<file path="src/rtl/crc_pkg.sv">
package crc_pkg;
    typedef enum logic {
        CH_RATE = 1'b0,
        CH_TEMP = 1'b1
    } chan_e;

    localparam int NUM_CH = 2;

    // Ready condition under the selected policy.
    function automatic logic ready_cond(input logic all_chan, input logic [NUM_CH-1:0] unread);
        return all_chan ? (&unread) : (|unread);
    endfunction
endpackage

</file>
<file path="src/rtl/slot_sched.sv">
module slot_sched
    import crc_pkg::*;
#(
    parameter int SLOT_CYC = 8
) (
    input  logic  clk,
    input  logic  rst,
    input  logic  sync_pin,
    input  logic  sync_en,
    output logic  conv_start,
    output chan_e cur_chan
);
    localparam int CW = (SLOT_CYC > 1) ? $clog2(SLOT_CYC) : 1;
    localparam logic [CW-1:0] LAST = CW'(SLOT_CYC - 1);

    logic          sync_m, sync_s;
    logic          running;
    logic [CW-1:0] cnt;
    chan_e         chan;

    always_ff @(posedge clk) begin
        if (rst) begin
            sync_m  <= 1'b0;
            sync_s  <= 1'b0;
            running <= 1'b0;
            cnt     <= '0;
            chan    <= CH_RATE;
        end else begin
            sync_m <= sync_pin;
            sync_s <= sync_m;
            if (sync_en && !sync_s) begin
                running <= 1'b0;
                cnt     <= '0;
                chan    <= CH_RATE;
            end else if (!running) begin
                running <= 1'b1;
                cnt     <= '0;
                chan    <= CH_RATE;
            end else if (cnt == LAST) begin
                cnt  <= '0;
                chan <= (chan == CH_RATE) ? CH_TEMP : CH_RATE;
            end else begin
                cnt <= cnt + 1'b1;
            end
        end
    end

    assign conv_start = running && (cnt == '0);
    assign cur_chan   = chan;
endmodule

</file>
<file path="src/rtl/result_gate.sv">
module result_gate
    import crc_pkg::*;
#(
    parameter int DATA_W = 24
) (
    input  logic              clk,
    input  logic              rst,
    input  logic              conv_done,
    input  chan_e             conv_chan,
    input  logic [DATA_W-1:0] conv_data,
    input  logic              rd_active,
    output logic              accept,
    output logic [NUM_CH-1:0] we,
    output logic [DATA_W-1:0] wdata
);
    assign accept = conv_done && !rd_active;

    for (genvar c = 0; c < NUM_CH; c++) begin : g_we
        always_ff @(posedge clk) begin
            if (rst) we[c] <= 1'b0;
            else     we[c] <= accept && (conv_chan == chan_e'(c));
        end
    end

    always_ff @(posedge clk) begin
        if (rst)         wdata <= '0;
        else if (accept) wdata <= conv_data;
    end
endmodule

</file>
<file path="src/rtl/ready_track.sv">
module ready_track
    import crc_pkg::*;
#(
    parameter int PULSE_CYC = 4
) (
    input  logic  clk,
    input  logic  rst,
    input  logic  accept,
    input  chan_e acc_chan,
    input  logic  rd_done,
    input  chan_e rd_chan,
    input  logic  all_chan,
    output logic  rdy_n
);
    localparam int PW = $clog2(PULSE_CYC + 1);
    localparam logic [PW-1:0] PLOAD = PW'(PULSE_CYC);

    logic [NUM_CH-1:0] unread;
    logic              consumed;
    logic [PW-1:0]     hold;

    for (genvar c = 0; c < NUM_CH; c++) begin : g_flag
        always_ff @(posedge clk) begin
            if (rst)                                       unread[c] <= 1'b0;
            else if (accept && acc_chan == chan_e'(c))     unread[c] <= 1'b1;
            else if (rd_done && rd_chan == chan_e'(c))     unread[c] <= 1'b0;
        end
    end

    always_ff @(posedge clk) begin
        if (rst) begin
            consumed <= 1'b0;
            hold     <= '0;
        end else begin
            if (accept)       consumed <= 1'b0;
            else if (rd_done) consumed <= 1'b1;
            if (accept)          hold <= PLOAD;
            else if (hold != '0) hold <= hold - 1'b1;
        end
    end

    assign rdy_n = !(ready_cond(all_chan, unread) && !consumed && (hold == '0));
endmodule

</file>
<file path="src/rtl/conv_ready_ctrl.sv">
module conv_ready_ctrl
    import crc_pkg::*;
#(
    parameter int DATA_W     = 24,
    parameter int SAMPLE_CYC = 17544,
    parameter int PULSE_CYC  = 2600
) (
    input  logic              clk,
    input  logic              rst,
    input  logic              sync_pin,
    input  logic              cfg_all_chan,
    input  logic              cfg_sync_en,
    input  logic              conv_done,
    input  logic              conv_chan,
    input  logic [DATA_W-1:0] conv_data,
    input  logic              rd_active,
    input  logic              rd_done,
    input  logic              rd_chan,
    output logic              rdy_n,
    output logic              rate_we,
    output logic              temp_we,
    output logic [DATA_W-1:0] reg_wdata,
    output logic              cur_chan,
    output logic              conv_start
);
    localparam int SLOT_CYC = SAMPLE_CYC / 2;

    chan_e             slot_chan;
    logic              accept;
    logic [NUM_CH-1:0] we;

    slot_sched #(.SLOT_CYC(SLOT_CYC)) u_sched (
        .clk        (clk),
        .rst        (rst),
        .sync_pin   (sync_pin),
        .sync_en    (cfg_sync_en),
        .conv_start (conv_start),
        .cur_chan   (slot_chan)
    );

    result_gate #(.DATA_W(DATA_W)) u_gate (
        .clk       (clk),
        .rst       (rst),
        .conv_done (conv_done),
        .conv_chan (chan_e'(conv_chan)),
        .conv_data (conv_data),
        .rd_active (rd_active),
        .accept    (accept),
        .we        (we),
        .wdata     (reg_wdata)
    );

    ready_track #(.PULSE_CYC(PULSE_CYC)) u_ready (
        .clk      (clk),
        .rst      (rst),
        .accept   (accept),
        .acc_chan (chan_e'(conv_chan)),
        .rd_done  (rd_done),
        .rd_chan  (chan_e'(rd_chan)),
        .all_chan (cfg_all_chan),
        .rdy_n    (rdy_n)
    );

    assign rate_we  = we[CH_RATE];
    assign temp_we  = we[CH_TEMP];
    assign cur_chan = logic'(slot_chan);
endmodule

</file>
<file path="config.mk">
export PLATFORM = sky130hd
export DESIGN_NAME = conv_ready_ctrl
export DESIGN_NICKNAME = d
export VERILOG_FILES = /design/src/rtl/crc_pkg.sv /design/src/rtl/slot_sched.sv /design/src/rtl/result_gate.sv /design/src/rtl/ready_track.sv /design/src/rtl/conv_ready_ctrl.sv
export SDC_FILE = /design/constraint.sdc
export NUM_CORES = 1
export LEC_CHECK = 0
export ABC_AREA = 0
export BUFFER_PORTS_ARGS = -buffer_cell sky130_fd_sc_hd__buf_4
export CORE_MARGIN = 3
export CORE_UTILIZATION = 38
export CTS_BUF_LIST = sky130_fd_sc_hd__clkbuf_8
export CTS_CLUSTER_SIZE = 25
export DETAILED_ROUTE_END_ITERATION = 7
export HOLD_SLACK_MARGIN = 0.15
export PLACE_DENSITY = 0.67
export SLEW_MARGIN = 30
export SYNTH_ARGS = -nofsm -noshare
export SYNTH_HDL_FRONTEND = slang
export SYNTH_SLANG_ARGS = --single-unit
</file>
<file path="constraint.sdc">
create_clock -name clk -period 2.35 [get_ports clk]
set_clock_uncertainty 0.1 [all_clocks]
set_input_delay 0.3525 -clock clk [delete_from_list [all_inputs] [get_ports clk]]
set_output_delay 0.3525 -clock clk [all_outputs]
set_load 0.1 [all_outputs]
</file>
### Word-level counts from Yosys, hierarchy flattened

Index checks and enable logic that the tools add are counted.

* add/sub/neg operators: 2
* mux-type cells: 9
* eq/ne operators: 1
* reductions and logical operators: 24
* bitwise operators: 3

Operator list (count)
* 12-bit 2-to-1 mux: 2
* 14-bit by 1-bit adder with 14-bit output (second input constant): 1
* 14-bit equality test (second input constant): 1
* 14-bit logical NOT: 1
* 12-bit logical NOT: 1
* 12-bit nonzero test: 1
* 12-bit by 1-bit subtractor with 12-bit output (second input constant): 1
* 1-bit logical AND: 9
* 1-bit 2-to-1 mux: 7
* 2-bit nonzero test: 3
* 1-bit logical NOT: 4
* 2-bit OR reduction: 2
* 4-bit OR reduction: 1
* 1-bit inverter: 3
* 3-bit OR reduction: 1
* 2-bit AND reduction: 1

* bits in registers: 59
* input port bits: 34
* output and inout port bits: 29
* word-level logic and storage cells: 52

### Depth between registers and ports, before layout

* depth after elaboration: 5
* gate-level depth with buffers: 7
* gate-level depth less buffers: 6

### Cells and area by module

A second synthesis with hierarchy kept.

* cell total of the unflattened synthesis: 295
* area, all modules: 2847.7 µm²

By module, submodules not included
* result_gate: sequential area each 520.5 µm², area each 1248.7 µm², cells an instance 113, times used 1
* slot_sched: sequential area each 360.3 µm², area each 817.0 µm², cells an instance 86, times used 1
* ready_track: sequential area each 300.3 µm², area each 782.0 µm², cells an instance 96, times used 1

### Least setup slack after synthesis

No wires, ideal clock.

* kind: reg2out
* start point: reg u_sched.cnt[3]
* end point: out conv_start
* setup slack: -134 ps
* cell stages (with the launch flop): 4
* arrival: 2032 ps
* path buffers: 0
* data required time: 1898 ps
* path through: dfxtp_1 > nor4_1 > nand3_1 > nor2_1

* word-level cells in the longest chain between the ends: 2

RTL lines
* start, declared: line slot_sched.sv:18 `logic [CW-1:0] cnt;`
* start signal, assigned: line slot_sched.sv:43 `cnt <= cnt + 1'b1;`
* 14-bit logical NOT: line slot_sched.sv:48 `assign conv_start = running && (cnt == '0);`
* 1-bit logical AND: line slot_sched.sv:48
* end, declared: line conv_ready_ctrl.sv:24 `output logic conv_start`

Every way passes these cells.

### Worst setup path in the final report

* start point: reg u_ready.hold[4]
* end point: out rdy_n

* word-level cells in the longest chain between the ends: 3

RTL lines
* start, declared: line ready_track.sv:20 `logic [PW-1:0] hold;`
* start signal, assigned: line ready_track.sv:38 `else if (hold != '0) hold <= hold - 1'b1;`
* 12-bit logical NOT: line ready_track.sv:42 `assign rdy_n = !(ready_cond(all_chan, unread) && !consumed && (hold == '0));`
* 1-bit logical AND: line ready_track.sv:42
* 1-bit logical NOT: line ready_track.sv:42
* end, declared: line conv_ready_ctrl.sv:19 `output logic rdy_n,`

Every way passes these cells.

==> impl_metrics.py <==
metrics = {
    "run_status": {
        "status": "finished, final reports clean",
    },
    "clocking": {
        "clkLatencyLatePin_ns": 0.33,
        "cts_max_path_buffers": 2,
        "htreeDepth": 3,
        "cts_tree": "yes",
        "clock-sinks": 59,
        "ctsRootBufferMaster": "clkbuf_8",
        "post_cts_buffers": 0,
        "path_clk_slew_ns": 0.06,
        "cts-buffers-inserted": 9,
    },
    "setup_path": {
        "r2r_slack_ns": 0.50,
        "crit_type": "reg -> out",
        "worstRegToRegCells": 6,
        "cp-end-kind": "output port",
        "start_kind": "register",
        "cp.required_ns": 1.90,
        "cp.depth": 4,
        "critPathTopFamily": "simple AND/OR/NAND/NOR gates",
        "path_buf_inv": 1,
        "crit_slowest_cell": "nor4_2",
        "crit_end": "rdy_n",
        "crit_path_max_fanout": 11,
        "crit_start": "u_ready.hold[4]",
        "reg2reg_from": "u_ready.hold[0]",
        "crit_arrival_ns": 1.80,
        "path_cells": "nor4_2, and3_4, nand3b_1, buf_4",
        "slowest_delay_ns": 0.44,
        "r2r_end": "u_ready.hold[11]",
    },
    "finish": {
        "fillers": 559,
        "n_antenna_cell": 0,
        "regArea_um2": 1180,
        "nets": 385,
        "drive_above_1_share": 0.245,
        "area_delta_synth_final_pct": 32.3,
        "multiInputGateArea_um2": 1110,
    },
    "timing": {
        "setup-violations-final": 0,
        "clock.fmax_mhz": 445,
        "worst_slew_pin_slew_ns": 0.538,
        "period_needed_ns": 2.25,
        "min_period_over_period": 0.957,
        "hold_violations": 0,
        "slew_violations": 0,
        "rsz0062_at_grt": "no",
        "fin_setup_tns_ns": 0,
        "max_slew_margin": 0.640,
    },
    "floorplanning": {
        "die_h_um": 84.9,
        "core_um2": 5990,
        "start_util": 0.395,
        "fp.dieW_um": 84.9,
        "pin_count": 63,
        "rows": 28,
        "die_area_um2": 7210,
    },
    "hold_path": {
        "hp-class": "in -> reg",
    },
    "route": {
        "drtAntennaViolNets": 0,
        "first_iter_violations": 177,
        "num_vias": 2124,
        "vias_per_cell": 4.99,
        "avgRoutedWirePerCell_um": 12.1,
        "drc_errors": 0,
        "dr.pass1.iters": 4,
        "wirelength_um": 5150,
    },
    "global_route": {
        "grt_pass1_vias": 2006,
        "use_met2": 0.226,
        "met1_usage": 0.197,
        "grt_max_degree": 41,
        "track_usage": 0.154,
        "antenna_found_initial": 0,
        "grt_pass1_wl_um": 8960,
        "grt.met3_usage": 0.0612,
        "top_usage_layer": "met2",
        "grt_overflow": 0,
    },
    "synth": {
        "ys_ff_latch": 59,
        "synth-main-ff-cell": "dfxtp_1",
        "yosysSeqAreaShare": 0.499,
        "syn-num-nets": 319,
        "synth_edf_count": 0,
        "synth.distinct_cells": 40,
        "synth_area_um2": 2360,
        "syn-instance-count": 281,
        "syn_avg_cell_area_um2": 8.42,
        "synth-async-reset-ratio": 0,
        "yosys_warnings": 0,
    },
    "pwr": {
        "p_per_area_nw_per_um2": 948,
        "vdd_ir_drop_max_v": 0.000464,
        "power_w": 0.00297,
        "p_leak_nw": 1.24,
    },
    "placed_design": {
        "gp_congestion": 0.790,
        "port_buffers": 62,
        "dp_hpwl_um": 3450,
    },
    "flow_run": {
        "drv_cap": 0,
    },
}
==> worst min-delay path, delay by kind of cell <==
kind	cells	cell delay, ns
simple gates	1	0.04
buf+inv	1	0.11
compound gates	1	0.05
==> timing repair <==
item,CTS,global route
endpoints found under the hold margin,5,0
hold buffers,5,0
resized for setup,1,1
setup endpoints to repair,1,1
==> cells by family (layout without fill, tap and decap cells) <==
kind of cell | after synthesis | count (layout) | synth area share
buffers and inverters | 23 | 93 | 0.0376
AO/OA/AOI/OAI | 43 | 43 | 0.104
AND/OR/NAND/NOR | 134 | 134 | 0.270
flip-flops | 59 | 59 | 0.499
multiplexers | 1 | 1 | 0.00423
adder cells (fa/ha/maj) | 5 | 5 | 0.0254
XOR/XNOR | 16 | 16 | 0.0593
==> stage by stage <==
step | setup WS [ns] | util | hold WS (ns) | area [µm²] | instances
after CTS | 0.0769 | 0.522 | 0.154 | 3130 | 426
after global placement | 0.367 | 0.483 | 0.337 | 2900 | 406
after floorplan | 0.0673 | - | 0.314 | 2370 | 281
final | 0.102 | 0.522 | 0.165 | 3130 | 426
after global routing | 0.00838 | 0.522 | 0.157 | 3130 | 426
after detailed placement | 0.340 | 0.483 | 0.343 | 2900 | 406
==> routing by layer <==
layer  vias up  routed length (µm)
li1       1084                   -
met1       963                2460
met2        68                2220
met3         9                 397
met4         0                  72
met5         -                   0
==> synth_stat cells, types with 4 or more instances <==
cell / count / share of area
clkbuf_1: 8 / 0.013
buf_1: 4 / 0.0063
nor2_1: 27 / 0.043
nand2_1: 55 / 0.087
nand2b_1: 4 / 0.011
dfxtp_1: 59 / 0.50
nor3_1: 8 / 0.017
nand3_1: 10 / 0.021
a21oi_1: 27 / 0.057
inv_1: 9 / 0.014
o21ai_0: 4 / 0.0085
nor4_1: 5 / 0.013
xnor2_1: 14 / 0.052
ha_1: 4 / 0.021
or4_1: 5 / 0.016
==> flip-flops by register name, summed over array words and instances, names as in the netlist <==
name,count
u_gate.wdata,24
u_sched.cnt,14
u_ready.hold,12
u_gate.we,2
u_ready.unread,2
u_ready.consumed,1
u_sched.cur_chan,1
u_sched.running,1
u_sched.sync_m,1
u_sched.sync_s,1
==> where the power goes <==
group          leakage [nW]  total [W]  internal, W  switching (W)
combinational         0.663   0.000903     0.000377       0.000526
sequential            0.482    0.00124      0.00113       0.000115
clock                0.0994   0.000819     0.000455       0.000364
==> final cells by class <==
| class | count | area share |
|---|---|---|
| flip-flops and latches | 59 | 0.377 |
| multi-input cells | 199 | 0.355 |
| repair buffers | 69 | 0.170 |
| clock buffers | 12 | 0.0528 |
| well taps | 75 | 0.0300 |
| inverters | 9 | 0.0108 |
| clock inverters | 3 | 0.00440 |
==> layout by cell type, fill, tap and decap left out, types with 5 or more instances in the layout <==
cell,instances
buf_4,64
dfxtp_1,59
nand2_1,55
a21oi_1,27
nor2_1,26
xnor2_1,14
clkbuf_8,12
inv_1,10
nand3_1,10
nor3_1,8
nor4_1,5
or4_1,5
dlygate4sd3_1,5
==> how the worst min path moves through the flow <==
| stage | end | cells past startpoint | from | slack (ns) |
|---|---|---|---|---|
| 2_1_floorplan | u_sched.sync_s | 1 | u_sched.sync_m | 0.31 |
| 3_3_place_gp | u_sched.sync_s | 1 | u_sched.sync_m | 0.34 |
| 3_5_place_dp | u_sched.sync_s | 1 | u_sched.sync_m | 0.34 |
| 4_1_cts | u_gate.wdata[1] | 3 | conv_data[1] | 0.15 |
| 5_1_grt | u_gate.wdata[11] | 3 | conv_data[11] | 0.16 |
| 6_report | u_gate.wdata[1] | 3 | conv_data[1] | 0.17 |
Note: power is estimated with default switching activity, not from simulation.
